<file path="src/rtl/qb_pkg.sv">
package qb_pkg;

  // Drive enables for one quasi-bidirectional pad.
  typedef struct packed {
    logic pull_dn;
    logic pu_vweak;
    logic pu_weak;
    logic pu_strong;
  } pin_drive_t;

  localparam pin_drive_t DRIVE_OFF = '{pull_dn: 1'b0, pu_vweak: 1'b0,
                                       pu_weak: 1'b0, pu_strong: 1'b0};

  // Decode of one pin from its latch bit, registered pad level and edge flag.
  function automatic pin_drive_t decode_pin(input logic latch_bit,
                                            input logic pad_bit,
                                            input logic rise_bit,
                                            input logic in_only_bit);
    pin_drive_t d;
    d = DRIVE_OFF;
    if (!in_only_bit) begin
      d.pull_dn   = ~latch_bit;
      d.pu_vweak  = latch_bit;
      d.pu_weak   = latch_bit & pad_bit;
      d.pu_strong = latch_bit & rise_bit;
    end
    return d;
  endfunction

endpackage

</file>
<file path="src/rtl/qb_latch.sv">
module qb_latch #(
  parameter int WIDTH = 8
) (
  input  logic             clk,
  input  logic             rst_n,
  input  logic             wr_en,
  input  logic [WIDTH-1:0] wr_data,
  output logic [WIDTH-1:0] latch_q,
  output logic [WIDTH-1:0] rise_q
);

  localparam logic [WIDTH-1:0] LATCH_RST = '1;

  logic [WIDTH-1:0] rise_d;

  // A bit rises only when it is stored as 1 while currently 0.
  assign rise_d = wr_en ? (wr_data & ~latch_q) : '0;

  always_ff @(posedge clk) begin
    if (!rst_n) begin
      latch_q <= LATCH_RST;
      rise_q  <= '0;
    end else begin
      if (wr_en) latch_q <= wr_data;
      rise_q <= rise_d;
    end
  end

  assert_latch_load_R2: assert property (@(posedge clk) disable iff (!rst_n)
    $past(rst_n) && $past(wr_en) |-> latch_q == $past(wr_data));

  assert_latch_keep_R2: assert property (@(posedge clk) disable iff (!rst_n)
    $past(rst_n) && !$past(wr_en) |-> $stable(latch_q));

  for (genvar i = 0; i < WIDTH; i++) begin : g_bit
    assert_rise_single_R6: assert property (@(posedge clk) disable iff (!rst_n)
      rise_q[i] |=> !rise_q[i]);
    assert_rise_edge_R7: assert property (@(posedge clk) disable iff (!rst_n)
      $past(rst_n) && rise_q[i] |-> latch_q[i] && !$past(latch_q[i]));
  end

endmodule

</file>
<file path="src/rtl/qb_in_sync.sv">
module qb_in_sync #(
  parameter int               WIDTH     = 8,
  parameter logic [WIDTH-1:0] WAKE_MASK = WIDTH'(12)
) (
  input  logic             clk,
  input  logic             rst_n,
  input  logic             pwr_down,
  input  logic [WIDTH-1:0] pad_in,
  output logic [WIDTH-1:0] pad_q
);

  localparam logic PAD_RST = 1'b1;

  for (genvar i = 0; i < WIDTH; i++) begin : g_pin
    logic samp_en;
    if (WAKE_MASK[i]) begin : g_wake
      assign samp_en = 1'b1;
    end else begin : g_gated
      assign samp_en = ~pwr_down;
    end

    always_ff @(posedge clk) begin
      if (!rst_n)       pad_q[i] <= PAD_RST;
      else if (samp_en) pad_q[i] <= pad_in[i];
    end

    if (WAKE_MASK[i]) begin : g_chk_wake
      assert_wake_follow_R9: assert property (@(posedge clk) disable iff (!rst_n)
        $past(rst_n) |-> pad_q[i] == $past(pad_in[i]));
    end else begin : g_chk_gated
      assert_gated_hold_R9: assert property (@(posedge clk) disable iff (!rst_n)
        $past(rst_n) && $past(pwr_down) |-> $stable(pad_q[i]));
      assert_gated_follow_R8: assert property (@(posedge clk) disable iff (!rst_n)
        $past(rst_n) && !$past(pwr_down) |-> pad_q[i] == $past(pad_in[i]));
    end
  end

endmodule

</file>
<file path="src/rtl/qb_drive.sv">
module qb_drive
  import qb_pkg::*;
#(
  parameter int WIDTH = 8
) (
  input  logic             clk,
  input  logic             rst_n,
  input  logic [WIDTH-1:0] latch_q,
  input  logic [WIDTH-1:0] pad_q,
  input  logic [WIDTH-1:0] rise_q,
  input  logic [WIDTH-1:0] in_only,
  output pin_drive_t       drv [WIDTH]
);

  for (genvar i = 0; i < WIDTH; i++) begin : g_pin
    always_comb drv[i] = decode_pin(latch_q[i], pad_q[i], rise_q[i], in_only[i]);

    assert_low_exclusive_R3: assert property (@(posedge clk) disable iff (!rst_n)
      drv[i].pull_dn |-> !(drv[i].pu_vweak || drv[i].pu_weak || drv[i].pu_strong));
    assert_weak_implies_vweak_R5: assert property (@(posedge clk) disable iff (!rst_n)
      drv[i].pu_weak |-> drv[i].pu_vweak && pad_q[i]);
    assert_hiz_input_only_R10: assert property (@(posedge clk) disable iff (!rst_n)
      in_only[i] |-> $countones({drv[i].pull_dn, drv[i].pu_vweak,
                                 drv[i].pu_weak, drv[i].pu_strong}) == 0);
    assert_driven_mode_R4: assert property (@(posedge clk) disable iff (!rst_n)
      !in_only[i] |-> $onehot({drv[i].pull_dn, drv[i].pu_vweak}));
  end

endmodule

</file>
<file path="src/rtl/qb_port_ctrl.sv">
module qb_port_ctrl
  import qb_pkg::*;
#(
  parameter int               WIDTH     = 8,
  parameter logic [WIDTH-1:0] WAKE_MASK = WIDTH'(12)
) (
  input  logic             clk,
  input  logic             rst_n,
  input  logic             wr_en,
  input  logic [WIDTH-1:0] wr_data,
  input  logic             pwr_down,
  input  logic [WIDTH-1:0] pad_in,
  input  logic [WIDTH-1:0] in_only,
  output logic [WIDTH-1:0] latch_q,
  output logic [WIDTH-1:0] port_rd,
  output logic [WIDTH-1:0] pull_dn_en,
  output logic [WIDTH-1:0] vweak_pu_en,
  output logic [WIDTH-1:0] weak_pu_en,
  output logic [WIDTH-1:0] strong_pu_en
);

  logic [WIDTH-1:0] rise_q;
  logic [WIDTH-1:0] pad_q;
  pin_drive_t       drv [WIDTH];

  qb_latch #(.WIDTH(WIDTH)) u_latch (
    .clk     (clk),
    .rst_n   (rst_n),
    .wr_en   (wr_en),
    .wr_data (wr_data),
    .latch_q (latch_q),
    .rise_q  (rise_q)
  );

  qb_in_sync #(.WIDTH(WIDTH), .WAKE_MASK(WAKE_MASK)) u_in_sync (
    .clk      (clk),
    .rst_n    (rst_n),
    .pwr_down (pwr_down),
    .pad_in   (pad_in),
    .pad_q    (pad_q)
  );

  qb_drive #(.WIDTH(WIDTH)) u_drive (
    .clk     (clk),
    .rst_n   (rst_n),
    .latch_q (latch_q),
    .pad_q   (pad_q),
    .rise_q  (rise_q),
    .in_only (in_only),
    .drv     (drv)
  );

  assign port_rd = pad_q;

  for (genvar i = 0; i < WIDTH; i++) begin : g_out
    assign pull_dn_en[i]   = drv[i].pull_dn;
    assign vweak_pu_en[i]  = drv[i].pu_vweak;
    assign weak_pu_en[i]   = drv[i].pu_weak;
    assign strong_pu_en[i] = drv[i].pu_strong;
  end

  assert_strong_after_write_R6: assert property (@(posedge clk) disable iff (!rst_n)
    $past(rst_n) |-> (strong_pu_en & ~($past(wr_en) ? $past(wr_data) : '0)) == '0);

endmodule

</file>
<file path="config.mk">
export PLATFORM = sky130hd
export DESIGN_NAME = qb_port_ctrl
export DESIGN_NICKNAME = d
export VERILOG_FILES = /design/src/rtl/qb_pkg.sv /design/src/rtl/qb_latch.sv /design/src/rtl/qb_in_sync.sv /design/src/rtl/qb_drive.sv /design/src/rtl/qb_port_ctrl.sv
export SDC_FILE = /design/constraint.sdc
export NUM_CORES = 1
export LEC_CHECK = 0
export CAP_MARGIN = 20
export CORE_ASPECT_RATIO = 0.7
export CORE_MARGIN = 1.5
export CORE_UTILIZATION = 31
export CTS_CLUSTER_SIZE = 20
export DETAILED_ROUTE_END_ITERATION = 8
export GPL_ROUTABILITY_DRIVEN = 0
export PLACE_DENSITY = 0.76
export SLEW_MARGIN = 20
export SYNTH_ARGS = -nofsm -noshare
export SYNTH_HDL_FRONTEND = slang
export SYNTH_HIERARCHICAL = 1
export SYNTH_SLANG_ARGS = --single-unit
export TNS_END_PERCENT = 5
</file>
<file path="constraint.sdc">
create_clock -name clk -period 0.8 [get_ports clk]
set_input_delay 0.2 -clock clk [delete_from_list [all_inputs] [get_ports clk]]
set_output_delay 0.2 -clock clk [all_outputs]
set_load 0.03 [all_outputs]
</file>
==> metrics.txt <==
# TYPE chip_impl_metric gauge
chip_impl_metric{name="post_cts.repair.setup_buffers",unit=""} 0
chip_impl_metric{name="power.total",unit="mW"} 3.100
chip_impl_metric{name="leakage",unit="nW"} 1.094
chip_impl_info{name="combinational_family_with_the_most_area_after_synthesis",value="simple AND/OR/NAND/NOR gates"} 1
chip_impl_metric{name="worst_slew_pin_slew",unit="ns"} 0.2563
chip_impl_metric{name="cap_viol_max_count",unit=""} 0
chip_impl_metric{name="post_cts_hold_buffer_count",unit=""} 0
chip_impl_metric{name="critical_path_required",unit="ns"} 0.60
chip_impl_metric{name="finalNetCount",unit=""} 228
chip_impl_metric{name="yosys_register_bits",unit=""} 24
chip_impl_metric{name="cts_num_sinks",unit=""} 24
chip_impl_info{name="mostFrequentLayoutCells",value="buf_6, buf_4, clkdlybuf4s50_1, and3b_2"} 1
chip_impl_info{name="layout.cells.most_common",value="buf_6"} 1
chip_impl_metric{name="layout_min_cycle_time",unit="ns"} 1.191
chip_impl_metric{name="port_buffers",unit=""} 75
chip_impl_metric{name="cts_buffers",unit=""} 3
chip_impl_metric{name="synth-compound-area-share",unit=""} 0
chip_impl_metric{name="fp.dieW",unit="um"} 72.76
chip_impl_metric{name="syn_to_final_growth",unit="%"} 118.7
chip_impl_info{name="synth.top_cells.by_area",value="dfxtp_1, and3b_1, mux2i_1"} 1
chip_impl_info{name="rsz_0062_raised_after_global_routing",value="true"} 1
chip_impl_metric{name="worst_ep_arrival_time",unit="ns"} 0.99
chip_impl_metric{name="synthesis.yosys.warnings",unit=""} 6
chip_impl_metric{name="initial_utilization",unit=""} 0.3310
chip_impl_info{name="hold_path.class",value="in2reg"} 1
chip_impl_metric{name="finalMaxSlewViolations",unit=""} 0
chip_impl_metric{name="syn_inst",unit=""} 98
chip_impl_metric{name="grt_start_max_net_pins",unit=""} 14
chip_impl_info{name="cts_tree",value="done"} 1
chip_impl_metric{name="die_height",unit="um"} 51.83
chip_impl_metric{name="post_synth_mux_area_share",unit=""} 0.1327
chip_impl_info{name="timing.critical_path.to_type",value="output port"} 1
chip_impl_metric{name="antenna_found_initial",unit=""} 0
chip_impl_info{name="cts_root_buffer",value="clkbuf_8"} 1
chip_impl_metric{name="clock_tree.htree_level_count",unit=""} 1
chip_impl_metric{name="total_nets_after_synthesis",unit=""} 126
chip_impl_metric{name="die-area",unit="sq mm"} 0.003771
chip_impl_metric{name="netlist_area",unit="sq mm"} 0.001056
chip_impl_metric{name="ys_seq_area_frac",unit=""} 0.4550
chip_impl_metric{name="layout-drive-gt1-share",unit=""} 0.6734
chip_impl_metric{name="post_layout_nonfiller_instances",unit=""} 237
chip_impl_metric{name="timing.max_slew.rel_slack",unit=""} 0.8292
chip_impl_metric{name="initialDrtViolationCount",unit=""} 24
chip_impl_metric{name="seq_area",unit="sq um"} 535.5
chip_impl_metric{name="cts-root-to-sink-buffers",unit=""} 2
chip_impl_info{name="violations",value="setup timing"} 1
chip_impl_metric{name="multiInputGateArea",unit="sq um"} 649.4
chip_impl_info{name="outcome",value="finished, violations left"} 1
chip_impl_metric{name="power.ir.vdd_worst",unit="V"} 0.001010
chip_impl_metric{name="power.density",unit="mW/mm^2"} 1342
chip_impl_metric{name="antenna_left",unit=""} 0
chip_impl_info{name="critical_path_class",value="reg2out"} 1
chip_impl_metric{name="drt-pass1-iter-count",unit=""} 2
chip_impl_metric{name="n_antenna_cell",unit=""} 0
chip_impl_metric{name="vias",unit=""} 1097
chip_impl_metric{name="max_freq",unit="GHz"} 0.8393
chip_impl_metric{name="grt_pass1_wl",unit="um"} 5009
chip_impl_metric{name="final.setup_skew",unit="ns"} 0.01196
chip_impl_metric{name="num_rows",unit=""} 17
chip_impl_metric{name="cell_total_after_placement",unit=""} 233
chip_impl_metric{name="wl_per_cell",unit="um"} 13.42
chip_impl_metric{name="design.portCount",unit=""} 76
chip_impl_metric{name="post_synth_and_or_nand_nor_area_fraction",unit=""} 0.3839
chip_impl_metric{name="route.detailed.drc",unit=""} 0
chip_impl_metric{name="routed_wirelength",unit="um"} 3181
chip_impl_metric{name="layout_setup_ws",unit="ns"} -0.3915
chip_impl_metric{name="postSynthAreaPerCell",unit="sq um"} 10.78
chip_impl_metric{name="synth_xor_xnor_area_share",unit=""} 0
chip_impl_metric{name="timing.critical_path.fanout_max",unit=""} 6
chip_impl_metric{name="layout_worst_path_cycle_share",unit=""} 1.489
chip_impl_metric{name="report.final.setup_viol",unit=""} 51
chip_impl_metric{name="final_count_of_hold_timing_violations",unit=""} 0
chip_impl_metric{name="clk_pin_slew",unit="ns"} 0.09
chip_impl_metric{name="synth_adder_area_share",unit=""} 0
chip_impl_metric{name="synth_largest_type_area_fraction",unit=""} 0.4550
chip_impl_metric{name="core_area",unit="sq mm"} 0.003191
chip_impl_metric{name="gr-usage-all-layers",unit=""} 0.1754
chip_impl_metric{name="via_per_inst",unit=""} 4.629
chip_impl_info{name="startpoint_class_of_the_critical_path",value="flop"} 1
chip_impl_metric{name="vias_in_the_first_global_route",unit=""} 1096
chip_impl_metric{name="post-dp-hpwl",unit="um"} 2418
chip_impl_info{name="synth.largest_area_cell",value="dfxtp_1"} 1
chip_impl_metric{name="netlist-cell-type-count",unit=""} 11
chip_impl_metric{name="grt_remaining_overflow",unit=""} 0
chip_impl_metric{name="worst_skew_pair.late_latency",unit="ns"} 0.27
chip_impl_metric{name="n_fill_cell",unit=""} 225
## state kept, by name, indices dropped and copies added (netlist names)
| name | flops |
|---|---|
| u_latch/rise_q | 8 |
| u_in_sync/pad_q | 8 |
| u_latch/latch_q | 8 |
## what timing repair did
item,CTS,global route
setup endpoints to repair,72,57
resized for setup,65,1
pin swaps,3,4
## critical path: stages, from the launching register on
cell	delay, ns
dfxtp_4	0.37
and3b_2	0.21
buf_6	0.14
## synthesized netlist by cell type
cell type,instances
nand2_8,1
nor2b_1,8
buf_4,1
nand2_1,14
and3b_1,16
dfxtp_1,24
buf_6,2
nor3b_2,8
nor2_1,8
nand2b_1,2
mux2i_1,14
## area by class of cell
| class | instances | area share |
|---|---|---|
| Timing Repair Buffer | 100 | 0.4469 |
| Tap cell | 38 | 0.02059 |
| Sequential cell | 24 | 0.2319 |
| Multi-Input combinational cell | 71 | 0.2811 |
| Clock buffer | 4 | 0.01950 |
## layer usage
| metal | track usage | part of all wire | vias to the layer above |
|---|---|---|---|
| met4 | 0.04717 | 0.016 | 0 |
| met1 | 0.1945 | 0.39 | 497 |
| met5 | 0 | 0 | - |
| met2 | 0.3089 | 0.50 | 56 |
| met3 | 0.07558 | 0.095 | 8 |
| li1 | - | - | 536 |
## through the flow
stage | worst slack (ns) | TNS, ns | area, sq um | hold WS (ns) | util
after detailed placement | -0.5132 | -24.87 | 2072 | 0.4717 | 0.6494
final | -0.3915 | -14.21 | 2310 | 0.4499 | 0.7239
after floorplan | -0.1033 | -2.856 | 1211 | 0.2613 | -
after global routing | -0.4244 | -16.06 | 2310 | 0.4827 | 0.7239
after global placement | -0.4898 | -23.74 | 2072 | 0.4597 | 0.6494
after CTS | -0.3969 | -14.63 | 2306 | 0.4443 | 0.7227
## cells by family (layout without fill, tap and decap cells)
logic type,count (synthesis),in the layout
buffers and inverters,3,104
flip-flops,24,24
multiplexers,14,14
AND/OR/NAND/NOR,57,57
## path summary, 6_finish.rpt
| path | slack (ns) | from | endpoint | cells past startpoint |
|---|---|---|---|---|
| setup / recovery | -0.39 | u_latch/latch_q[7] | weak_pu_en[7] | 2 |
| hold / removal | 0.45 | pwr_down | u_in_sync/pad_q[5] | 4 |
| setup reg to reg | -0.05 | u_latch/latch_q[7] | u_latch/latch_q[7] | 3 |
| hold reg to reg | 0.48 | u_latch/latch_q[5] | u_latch/rise_q[5] | 1 |
## power by group
| part | internal (mW) | leakage [nW] | switching [mW] |
|---|---|---|---|
| registers | 1.23 | 0.197 | 0.0567 |
| logic | 0.578 | 0.874 | 0.512 |
| clock network | 0.356 | 0.0228 | 0.365 |
(Power assumes the default switching activity.)
